## src/rtl/bps_pkg.sv

```systemverilog
package bps_pkg;
  typedef enum logic [1:0] {
    ST_WAIT_HIGH,
    ST_HUNT,
    ST_HDR,
    ST_RUN
  } bps_state_e;
endpackage

```

## src/rtl/bps_edge_det.sv

```systemverilog
module bps_edge_det (
  input  logic clk_i,
  input  logic rst_ni,
  input  logic line_i,
  output logic edge_o
);
  logic line_q;

  // idle bus level is high
  always_ff @(posedge clk_i or negedge rst_ni) begin
    if (!rst_ni) line_q <= 1'b1;
    else         line_q <= line_i;
  end

  assign edge_o = line_i ^ line_q;
endmodule

```

## src/rtl/bps_period_meas.sv

```systemverilog
module bps_period_meas #(
  parameter int CNT_W    = 14,
  parameter int HDR_LOG2 = 3,
  localparam int PER_W    = CNT_W - HDR_LOG2,
  localparam int HDR_BITS = 1 << HDR_LOG2
) (
  input  logic             clk_i,
  input  logic             rst_ni,
  input  logic             start_i,
  input  logic             active_i,
  input  logic             edge_i,
  output logic             done_o,
  output logic             ovf_o,
  output logic [PER_W-1:0] meas_o
);
  logic [CNT_W-1:0]    tot_q;
  logic [HDR_LOG2-1:0] ecnt_q;
  logic                tot_max;

  assign tot_max = (tot_q == {CNT_W{1'b1}});

  always_ff @(posedge clk_i or negedge rst_ni) begin
    if (!rst_ni) begin
      tot_q  <= '0;
      ecnt_q <= '0;
    end else if (start_i) begin
      tot_q  <= CNT_W'(1);
      ecnt_q <= '0;
    end else if (active_i) begin
      if (!tot_max) tot_q <= tot_q + CNT_W'(1);
      if (edge_i)   ecnt_q <= ecnt_q + HDR_LOG2'(1);
    end
  end

  // tot_q equals the elapsed cycles since the first edge in the cycle of the last edge
  assign done_o = active_i & edge_i & (ecnt_q == HDR_LOG2'(HDR_BITS - 1));
  assign ovf_o  = active_i & tot_max & ~done_o;
  assign meas_o = tot_q[CNT_W-1:HDR_LOG2];
endmodule

```

## src/rtl/bps_phase_track.sv

```systemverilog
module bps_phase_track #(
  parameter int PER_W = 11
) (
  input  logic             clk_i,
  input  logic             rst_ni,
  input  logic             load_i,
  input  logic [PER_W-1:0] load_period_i,
  input  logic             run_i,
  input  logic             edge_i,
  input  logic             line_i,
  input  logic             mak_i,
  input  logic [PER_W-1:0] period_i,
  output logic             mid_stb_o,
  output logic             end_stb_o,
  output logic             bit_o,
  output logic             miss_o
);
  logic [PER_W-1:0] pos_q;
  logic [PER_W-1:0] half, qtr, win_lo, win_hi, last;
  logic             seen_q, in_win, hit, at_last, at_close;
  logic             mid_q, end_q, bit_q;

  assign half     = period_i >> 1;
  assign qtr      = period_i >> 2;
  assign win_lo   = half - qtr;
  assign win_hi   = half + qtr;
  assign last     = period_i - PER_W'(1);
  assign in_win   = (pos_q >= win_lo) && (pos_q <= win_hi);
  assign at_last  = (pos_q == last);
  assign at_close = (pos_q == win_hi);
  assign hit      = run_i & edge_i & in_win & ~seen_q;
  assign miss_o   = run_i & at_close & ~seen_q & ~hit;

  // pos_q == half marks the predicted mid-bit edge, pos_q wraps at bit boundary
  always_ff @(posedge clk_i or negedge rst_ni) begin
    if (!rst_ni) begin
      pos_q  <= '0;
      seen_q <= 1'b1;
    end else if (load_i) begin
      pos_q  <= (load_period_i >> 1) + PER_W'(1);
      seen_q <= 1'b1;
    end else if (run_i) begin
      if (hit && mak_i) pos_q <= half + PER_W'(1);
      else if (at_last) pos_q <= '0;
      else              pos_q <= pos_q + PER_W'(1);
      if (at_last)  seen_q <= 1'b0;
      else if (hit) seen_q <= 1'b1;
    end
  end

  always_ff @(posedge clk_i or negedge rst_ni) begin
    if (!rst_ni) begin
      mid_q <= 1'b0;
      end_q <= 1'b0;
      bit_q <= 1'b0;
    end else begin
      mid_q <= hit;
      end_q <= run_i & at_last;
      if (hit) bit_q <= line_i;
    end
  end

  assign mid_stb_o = mid_q;
  assign end_stb_o = end_q;
  assign bit_o     = bit_q;
endmodule

```

## src/rtl/bitper_sync.sv

```systemverilog
module bitper_sync
  import bps_pkg::*;
#(
  parameter int CNT_W      = 14,
  parameter int HDR_LOG2   = 3,
  parameter int MIN_PERIOD = 8,
  localparam int PER_W     = CNT_W - HDR_LOG2
) (
  input  logic             clk_i,
  input  logic             rst_ni,
  input  logic             line_i,
  input  logic             mak_i,
  output logic [PER_W-1:0] period_o,
  output logic             lock_o,
  output logic             mid_stb_o,
  output logic             end_stb_o,
  output logic             bit_o,
  output logic             sync_err_o
);
  bps_state_e       state_q, state_d;
  logic             edge_w, start_w, done_w, ovf_w, short_w, load_w, miss_w, hdr_fail;
  logic [PER_W-1:0] meas_w, period_q;
  logic             err_q;

  bps_edge_det u_edge (
    .clk_i  (clk_i),
    .rst_ni (rst_ni),
    .line_i (line_i),
    .edge_o (edge_w)
  );

  assign start_w = (state_q == ST_HUNT) & edge_w & ~line_i;

  bps_period_meas #(
    .CNT_W    (CNT_W),
    .HDR_LOG2 (HDR_LOG2)
  ) u_meas (
    .clk_i    (clk_i),
    .rst_ni   (rst_ni),
    .start_i  (start_w),
    .active_i (state_q == ST_HDR),
    .edge_i   (edge_w),
    .done_o   (done_w),
    .ovf_o    (ovf_w),
    .meas_o   (meas_w)
  );

  assign short_w  = meas_w < PER_W'(MIN_PERIOD);
  assign load_w   = done_w & ~short_w;
  assign hdr_fail = (done_w & short_w) | ovf_w;

  bps_phase_track #(
    .PER_W (PER_W)
  ) u_phase (
    .clk_i         (clk_i),
    .rst_ni        (rst_ni),
    .load_i        (load_w),
    .load_period_i (meas_w),
    .run_i         (state_q == ST_RUN),
    .edge_i        (edge_w),
    .line_i        (line_i),
    .mak_i         (mak_i),
    .period_i      (period_q),
    .mid_stb_o     (mid_stb_o),
    .end_stb_o     (end_stb_o),
    .bit_o         (bit_o),
    .miss_o        (miss_w)
  );

  always_comb begin
    state_d = state_q;
    unique case (state_q)
      ST_WAIT_HIGH: if (line_i) state_d = ST_HUNT;
      ST_HUNT:      if (start_w) state_d = ST_HDR;
      ST_HDR: begin
        if (load_w)        state_d = ST_RUN;
        else if (hdr_fail) state_d = ST_WAIT_HIGH;
      end
      ST_RUN:       if (miss_w) state_d = ST_WAIT_HIGH;
      default:      state_d = ST_WAIT_HIGH;
    endcase
  end

  always_ff @(posedge clk_i or negedge rst_ni) begin
    if (!rst_ni) begin
      state_q  <= ST_WAIT_HIGH;
      period_q <= '0;
      err_q    <= 1'b0;
    end else begin
      state_q <= state_d;
      if (load_w) period_q <= meas_w;
      err_q <= hdr_fail | miss_w;
    end
  end

  assign period_o   = period_q;
  assign lock_o     = (state_q == ST_RUN);
  assign sync_err_o = err_q;
endmodule

```

## config.mk

```make
export PLATFORM = sky130hd
export DESIGN_NAME = bitper_sync
export DESIGN_NICKNAME = d
export VERILOG_FILES = /design/src/rtl/bps_pkg.sv /design/src/rtl/bps_edge_det.sv /design/src/rtl/bps_period_meas.sv /design/src/rtl/bps_phase_track.sv /design/src/rtl/bitper_sync.sv
export SDC_FILE = /design/constraint.sdc
export NUM_CORES = 1
export LEC_CHECK = 0
export ABC_AREA = 1
export BUFFER_PORTS_ARGS = -buffer_cell sky130_fd_sc_hd__buf_2
export CELL_PAD_IN_SITES_DETAIL_PLACEMENT = 1
export CELL_PAD_IN_SITES_GLOBAL_PLACEMENT = 2
export CORE_AREA = 2 2 98 148
export DETAILED_ROUTE_END_ITERATION = 16
export DIE_AREA = 0 0 100 150
export GPL_TIMING_DRIVEN = 1
export PLACE_DENSITY = 0.91
export SYNTH_ARGS = -nofsm -noshare
export SYNTH_HDL_FRONTEND = slang
export SYNTH_SLANG_ARGS = --single-unit
export TNS_END_PERCENT = 5
```

## constraint.sdc

```tcl
create_clock -name clk_i -period 3.9 [get_ports clk_i]
set_input_delay 0.195 -clock clk_i [delete_from_list [all_inputs] [get_ports clk_i]]
set_output_delay 0.195 -clock clk_i [all_outputs]
set_load 0.01 [all_outputs]
```

# Word level (Yosys, flattened, before mapping)
# Cells that the tools add are included.
[totals]
regBits = 47
latchBits = 0
ram_bits = 0
mem_bits_ro = 0
in_bits = 4
output_inout_bits = 16
n_memories = 0
[op_classes]
n_addsub = 8
mul = 0
div_mod_pow = 0
magnitude_cmp = 3
n_eq_ne = 12
shift = 0
n_mux = 20
n_bitwise = 23
reduce_logical = 11
[op_table]
columns = ["cell", "count"]
rows = [
  ["$mux W11", 4],
  ["$mux W14", 3],
  ["$add A10 B1 Y11 const B", 2],
  ["$eq A11 B11 Y1", 2],
  ["$and A1 B1 Y1", 15],
  ["$add A14 B1 Y14 const B", 1],
  ["$eq A14 B14 Y1 const B", 1],
  ["$add A10 B9 Y11", 1],
  ["$add A11 B1 Y11 const B", 1],
  ["$ge A11 B11 Y1", 1],
  ["$le A11 B11 Y1", 1],
  ["$lt A11 B4 Y1 const B", 1],
  ["$sub A10 B9 Y11", 1],
  ["$sub A11 B1 Y11 const B", 1],
  ["$mux W2", 5],
  ["$mux W3", 3],
  ["$ne A2 B2 Y1 const B", 4],
  ["$pmux W2 S4", 1],
  ["$reduce_and A2 Y1", 3],
  ["$reduce_bool A2 Y1", 3],
  ["$not A1 Y1", 5],
  ["$eq A2 B2 Y1 const B", 2],
  ["$mux W1", 4],
  ["$reduce_and A4 Y1", 1],
  ["other kinds (9)", 11],
]

# Logic depth before layout (Yosys ltp)
[logic_depth]
word_depth = 9
mapped_depth = 26

# Hierarchy
# A second synthesis with hierarchy kept.
[hier_totals]
cells_unflattened = 790
hier_area_um2 = 5307.6
[modules_own_cells]
columns = ["module", "n_inst", "cells_per_inst", "area_each_um2", "seq_area_each_um2"]
rows = [
  ["bps_phase_track", 1, 524, 3409.5, 376.6],
  ["bps_period_meas", 1, 171, 1167.4, 425.4],
  ["bitper_sync", 1, 89, 685.7, 350.3],
  ["bps_edge_det", 1, 6, 45.0, 26.3],
]

# Worst setup path before layout
# OpenSTA, ideal clock, no wires.
[synth_timing]
path_type = "register to register"
from = "register period_q[2], in the netlist period_o[2]"
to = "register u_phase.pos_q[2]"
setup_time_ps = 116
t_arrival_ps = 3227
required_ps = 3784
slack_ps = 557
stages_incl_launch_ff = 25
n_path_buf = 1
period_less_slack_ps = 3343
path_cell_list = "dfrtp_1 ha_1 fa_1 nand3_1 nand2_1 a21oi_1 o21ai_0 nand2_1 nand2_1 a21oi_1 xor2_1 ha_1 nand2_1 inv_1 nand2_1 inv_1 nand2_1 nand3_1 nand2_1 nand4_1 buf_2 nand3_1 nand2_1 nand2_1 nand2_1"
[synth_via]
elab_chain_cells = 9
[synth_lines]
columns = ["item", "line", "source"]
rows = [
  ["from (decl)", "bitper_sync.sv:22", "logic [PER_W-1:0] meas_w, period_q;"],
  ["from (signal assigned)", "bitper_sync.sv:91", "if (load_w) period_q <= meas_w;"],
  ["$sub A10 B9 Y11 / $add A10 B9 Y11 (equally long branches)", "bps_phase_track.sv:25, bps_phase_track.sv:26", ""],
  ["$ge A11 B11 Y1 / $le A11 B11 Y1 (equally long branches)", "bps_phase_track.sv:28", "assign in_win = (pos_q >= win_lo) && (pos_q <= win_hi);"],
  ["$logic_and A1 B1 Y1", "bps_phase_track.sv:28", ""],
  ["$and A1 B1 Y1 (2 in a row)", "bps_phase_track.sv:31", "assign hit = run_i & edge_i & in_win & ~seen_q;"],
  ["$logic_and A1 B1 Y1", "bps_phase_track.sv:43", "if (hit && mak_i) pos_q <= half + PER_W'(1);"],
  ["$mux W11 (*)", "bps_phase_track.sv:43", ""],
  ["$mux W11 (*)", "bps_phase_track.sv:42", "end else if (run_i) begin"],
  ["$mux W11 (*)", "bps_phase_track.sv:39", "end else if (load_i) begin"],
  ["to (signal assigned)", "bps_phase_track.sv:40", "pos_q <= (load_period_i >> 1) + PER_W'(1);"],
  ["to (signal assigned)", "bps_phase_track.sv:43", ""],
  ["to (signal assigned)", "bps_phase_track.sv:45", "else pos_q <= pos_q + PER_W'(1);"],
  ["to (decl)", "bps_phase_track.sv:18", "logic [PER_W-1:0] pos_q;"],
]
# Mark *: on every way between the ends. The rest lies on a longest branch, timed or not. The select of a mux whose other input is x is not followed.
# A chain may end at the register's enable or synchronous reset.

# Worst setup path after layout
[layout_timing]
from = "register period_q[3], in the netlist period_o[3]"
to = "register u_phase.pos_q[10]"
# Same word-level chain as after synthesis.

==> insert_results.sql <==
INSERT INTO impl_metrics (metric_group, metric, value, unit) VALUES
('die', 'initial_core_util', '35.10', '%'),
('synth', 'synthesis.area_per_instance', '6.847', 'sq um'),
('critical_path', 'timing.critical_path.fanout_max', '8', ''),
('synth', 'synthesis.instances', '707', ''),
('cts', 'clock_tree.htree_level_count', '2', ''),
('drt', 'dr.first_iter.drc_count', '176', ''),
('drt', 'wl', '16.15', 'mm'),
('global_routing', 'maximum_number_of_pins_on_one_net_before_global_route_repair', '48', ''),
('synth', 'synth-seq-cells', '47', ''),
('cts', 'root_buffer_cell', 'clkbuf_16', ''),
('drt', 'dr.pass1.iters', '4', ''),
('synth', 'yosys-top-cells-count', 'nand2_1 (192), inv_1 (94), ha_1 (61), nor2_1 (59), dfrtp_1 (45)', ''),
('global_routing', 'grt_pass1_vias', '5243', ''),
('layout', 'fin_nets', '807', ''),
('place', 'numPlacedInstances', '894', ''),
('die', 'io_pins', '20', ''),
('timing', 'skew', '0.008108', 'ns'),
('pwr', 'total_power', '2427', 'uW'),
('timing', 'fmaxAchievable', '277.3', 'MHz'),
('cts', 'tritoncts.num_buffers', '5', ''),
('die', 'die-width', '100', 'um'),
('timing', 'timing.final.setup_violations', '0', ''),
('drt', 'postRouteAntennaNets', '0', ''),
('timing', 'actual_transition_at_the_worst_max_transition_pin', '0.7883', 'ns'),
('synth', 'yosys.cell_types.count', '42', ''),
('place', 'io_buffers', '19', ''),
('timing', 'final_max_slew_viol_count', '0', ''),
('drt', 'vias_per_cell', '5.272', ''),
('run_status', 'outcome', 'finished clean', ''),
('die', 'floorplan.core_area', '13790', 'sq um'),
('drt', 'routed-via-count', '4776', ''),
('synth', 'synth-main-ff-cell', 'dfrtp_1', ''),
('timing', 'timing.final.crit_share', '92.46', '%'),
('die', 'cell_row_count', '53', ''),
('synth', 'synth_enable_flop_cells', '0', ''),
('cts', 'cts.path.max_buffers', '2', ''),
('synth', 'synth.area.top_cells', 'dfrtp_1 (23%), ha_1 (16%), nand2_1 (15%), inv_1 (7.3%), xor2_1 (7.1%)', ''),
('timing', 'worst_slew_margin_rel', '47.04', '%'),
('global_routing', 'grt_first_pass_wirelength', '26.25', 'mm'),
('critical_path', 'timing_worst_setup_path_type', 'reg2reg', ''),
('synth', 'synth_nets', '774', ''),
('pwr', 'areal_power_density_over_the_cells', '447.8', 'nW/um^2'),
('synth', 'synth.cell_area', '4841', 'sq um'),
('drt', 'drcViolationCount', '0', ''),
('cts', 'insertion_delay_of_the_later_clocked_pin_in_the_worst_skew_pair', '0.29', 'ns'),
('global_routing', 'number_of_antenna_violations_at_the_first_check_in_global_routing', '0', ''),
('critical_path', 'setup.worst_path.end_class', 'flip-flop', ''),
('synth', 'async_set_reset_flop_share_out_of_synthesis', '100.0', '%'),
('layout', 'fin_cells', '906', ''),
('layout', 'layout.filler_cells', '1830', ''),
('place', 'gp_congestion', '0.9225', ''),
('synth', 'yosys.area.top_type_share', '23.26', '%'),
('synth', 'yosys_warnings', '0', ''),
('pwr', 'total_leakage_power', '0.002741', 'uW'),
('layout', 'synthToLayoutAreaGrowth', '11.97', '%'),
('place', 'dp_hpwl', '13.20', 'mm'),
('layout', 'n_antenna_cell', '0', ''),
('cts', 'cts_tree', 'yes', ''),
('drt', 'routed_wire_length_per_instance', '17.82', 'um'),
('timing', 'finalWorstPathRequiredPeriod', '3.606', 'ns'),
('global_routing', 'track_usage', '22.24', '%'),
('cts', 'clkSlewWorstSetupHoldPaths', '0.07', 'ns'),
('timing', 'finalHoldViolCount', '0', ''),
('cts', 'tritoncts_num_sinks', '47', ''),
('synth', 'synthDominantAreaCellType', 'dfrtp_1', ''),
('global_routing', 'grt-ovfl-total', '0', ''),
('flow_run', 'maxCapViolations', '0', ''),
('critical_path', 'cp-start-kind', 'flip-flop', ''),
('die', 'die_height', '150', 'um'),
('die', 'design.die.area', '15000', 'sq um'),
('synth', 'ys_seq_area_share', '24.35', '%'),
('layout', 'drive_above_1_share', '10.93', '%'),
('critical_path', 'worst-endpoint-required', '4.13', 'ns'),
('synth', 'post-synth-top-count-cell', 'nand2_1', ''),
('hold_path', 'holdCritPathClass', 'in2async', ''),
('pwr', 'worst_ir_drop_vdd', '242.0', 'uV'),
('critical_path', 'cp.arrival', '3.84', 'ns');
flip-flops by register name (all words and copies together), names as in the netlist:
| name | cells |
|---|---|
| u_meas.ecnt_q | 3 |
| sync_err_o | 1 |
| period_o | 11 |
| u_phase.end_stb_o | 1 |
| u_phase.seen_q | 1 |
| state_q | 2 |
| u_phase.bit_o | 1 |
| u_meas.tot_q | 14 |
| u_phase.pos_q | 11 |
| u_edge.line_q | 1 |
| u_phase.mid_stb_o | 1 |
timing repair:
item,CTS,global route
setup endpoints to repair,0,15
resized for setup,0,21
setup buffers,0,4
hold buffers,0,0
layer usage:
layer	GRT usage (%)	share of wire (%)	vias to the layer above
met1	22.90	38	2333
met3	1.028	1.3	39
li1	-	-	2350
met5	0	0	-
met4	9.247	3.8	0
met2	45.37	57	54
where the power goes:
part / switching, uW / internal [uW] / leakage [uW] / total [uW]
clock: 187 / 237 / 0.0000669 / 424
sequential: 167 / 603 / 0.000602 / 770
combinational: 800 / 433 / 0.00207 / 1230
path summary, 6_finish.rpt:
kind | startpoint | end | slack (ns) | cells after the start
worst max-delay path | period_o[3] | u_phase.pos_q[10] | 0.29 | 23
worst min-delay path | rst_ni | state_q[0] | 0.004 | 2
worst max register to register | period_o[3] | u_phase.pos_q[10] | 0.29 | 23
worst min register to register | u_phase.bit_o | u_phase.bit_o | 0.48 | 2
max in group asynchronous | rst_ni | period_o[1] | 3.43 | 2
min in group clk_i | line_i | u_edge.line_q | 0.03 | 1
metrics by stage:
stage / instance area (sq um) / util [%] / setup slack [ns] / hold slack, ns / setup TNS [ns]
CTS: 5339 / 38.71 / 0.06893 / 0.03063 / 0
floorplan: 4841 / - / 0.5566 / -0.1006 / 0
global route: 5420 / 39.30 / -0.01775 / 0.02970 / -0.01775
finish: 5420 / 39.30 / 0.2941 / 0.003912 / 0
global placement: 5197 / 37.68 / 0.2524 / 0.3305 / 0
detailed placement: 5197 / 37.68 / 0.09416 / 0.3367 / 0
logic make-up after synthesis:
| family | Yosys count | share of synthesized area, % |
|---|---|---|
| buffers and inverters | 111 | 9.020 |
| flip-flops | 47 | 24.35 |
| AO/OA/AOI/OAI | 100 | 11.19 |
| XOR/XNOR | 45 | 8.142 |
| adder cells (fa/ha/maj) | 63 | 16.59 |
| AND/OR/NAND/NOR | 341 | 30.71 |
worst max-delay path, stage by stage, from the launching register on:
cell,delay (ns)
dfrtp_1,0.42
inv_1,0.13
ha_1,0.32
buf_4,0.17
a21oi_1,0.22
o21ai_0,0.19
a21oi_2,0.19
nor2_1,0.06
o22ai_1,0.17
xor2_1,0.19
ha_1,0.25
nand2_1,0.07
inv_1,0.04
nand2_1,0.07
inv_1,0.06
nand2_1,0.08
nand3_1,0.10
nand2_1,0.12
nand3_2,0.11
nor2_4,0.29
nand3_2,0.12
nand2_1,0.09
nand2_1,0.05
nand2_1,0.06
final cells by class:
| class | instances | area (sq um) | share of cell area (%) |
|---|---|---|---|
| tap | 165 | 206.4 | 3.809 |
| clock buffer | 6 | 128.9 | 2.378 |
| sequential | 47 | 1181 | 21.79 |
| clock inverter | 2 | 12.51 | 0.2308 |
| timing repair buffer | 40 | 252.7 | 4.663 |
| multi-input combinational | 549 | 3274 | 60.41 |
| inverter | 97 | 364.1 | 6.717 |
layout by cell type, fill, tap and decap left out, types with 5 or more instances in the layout:
master / n
xnor2_1: 6
dfrtp_1: 43
a21oi_1: 36
o21ai_0: 36
a21oi_2: 7
nor2_1: 59
buf_2: 19
nor4_1: 8
nand2_2: 5
nand4_1: 11
clkbuf_16: 5
xor2_1: 39
nor3_1: 13
buf_4: 21
nand3_1: 41
ha_1: 59
nand2_1: 190
inv_1: 92
Power figures use the tool's default switching activity.
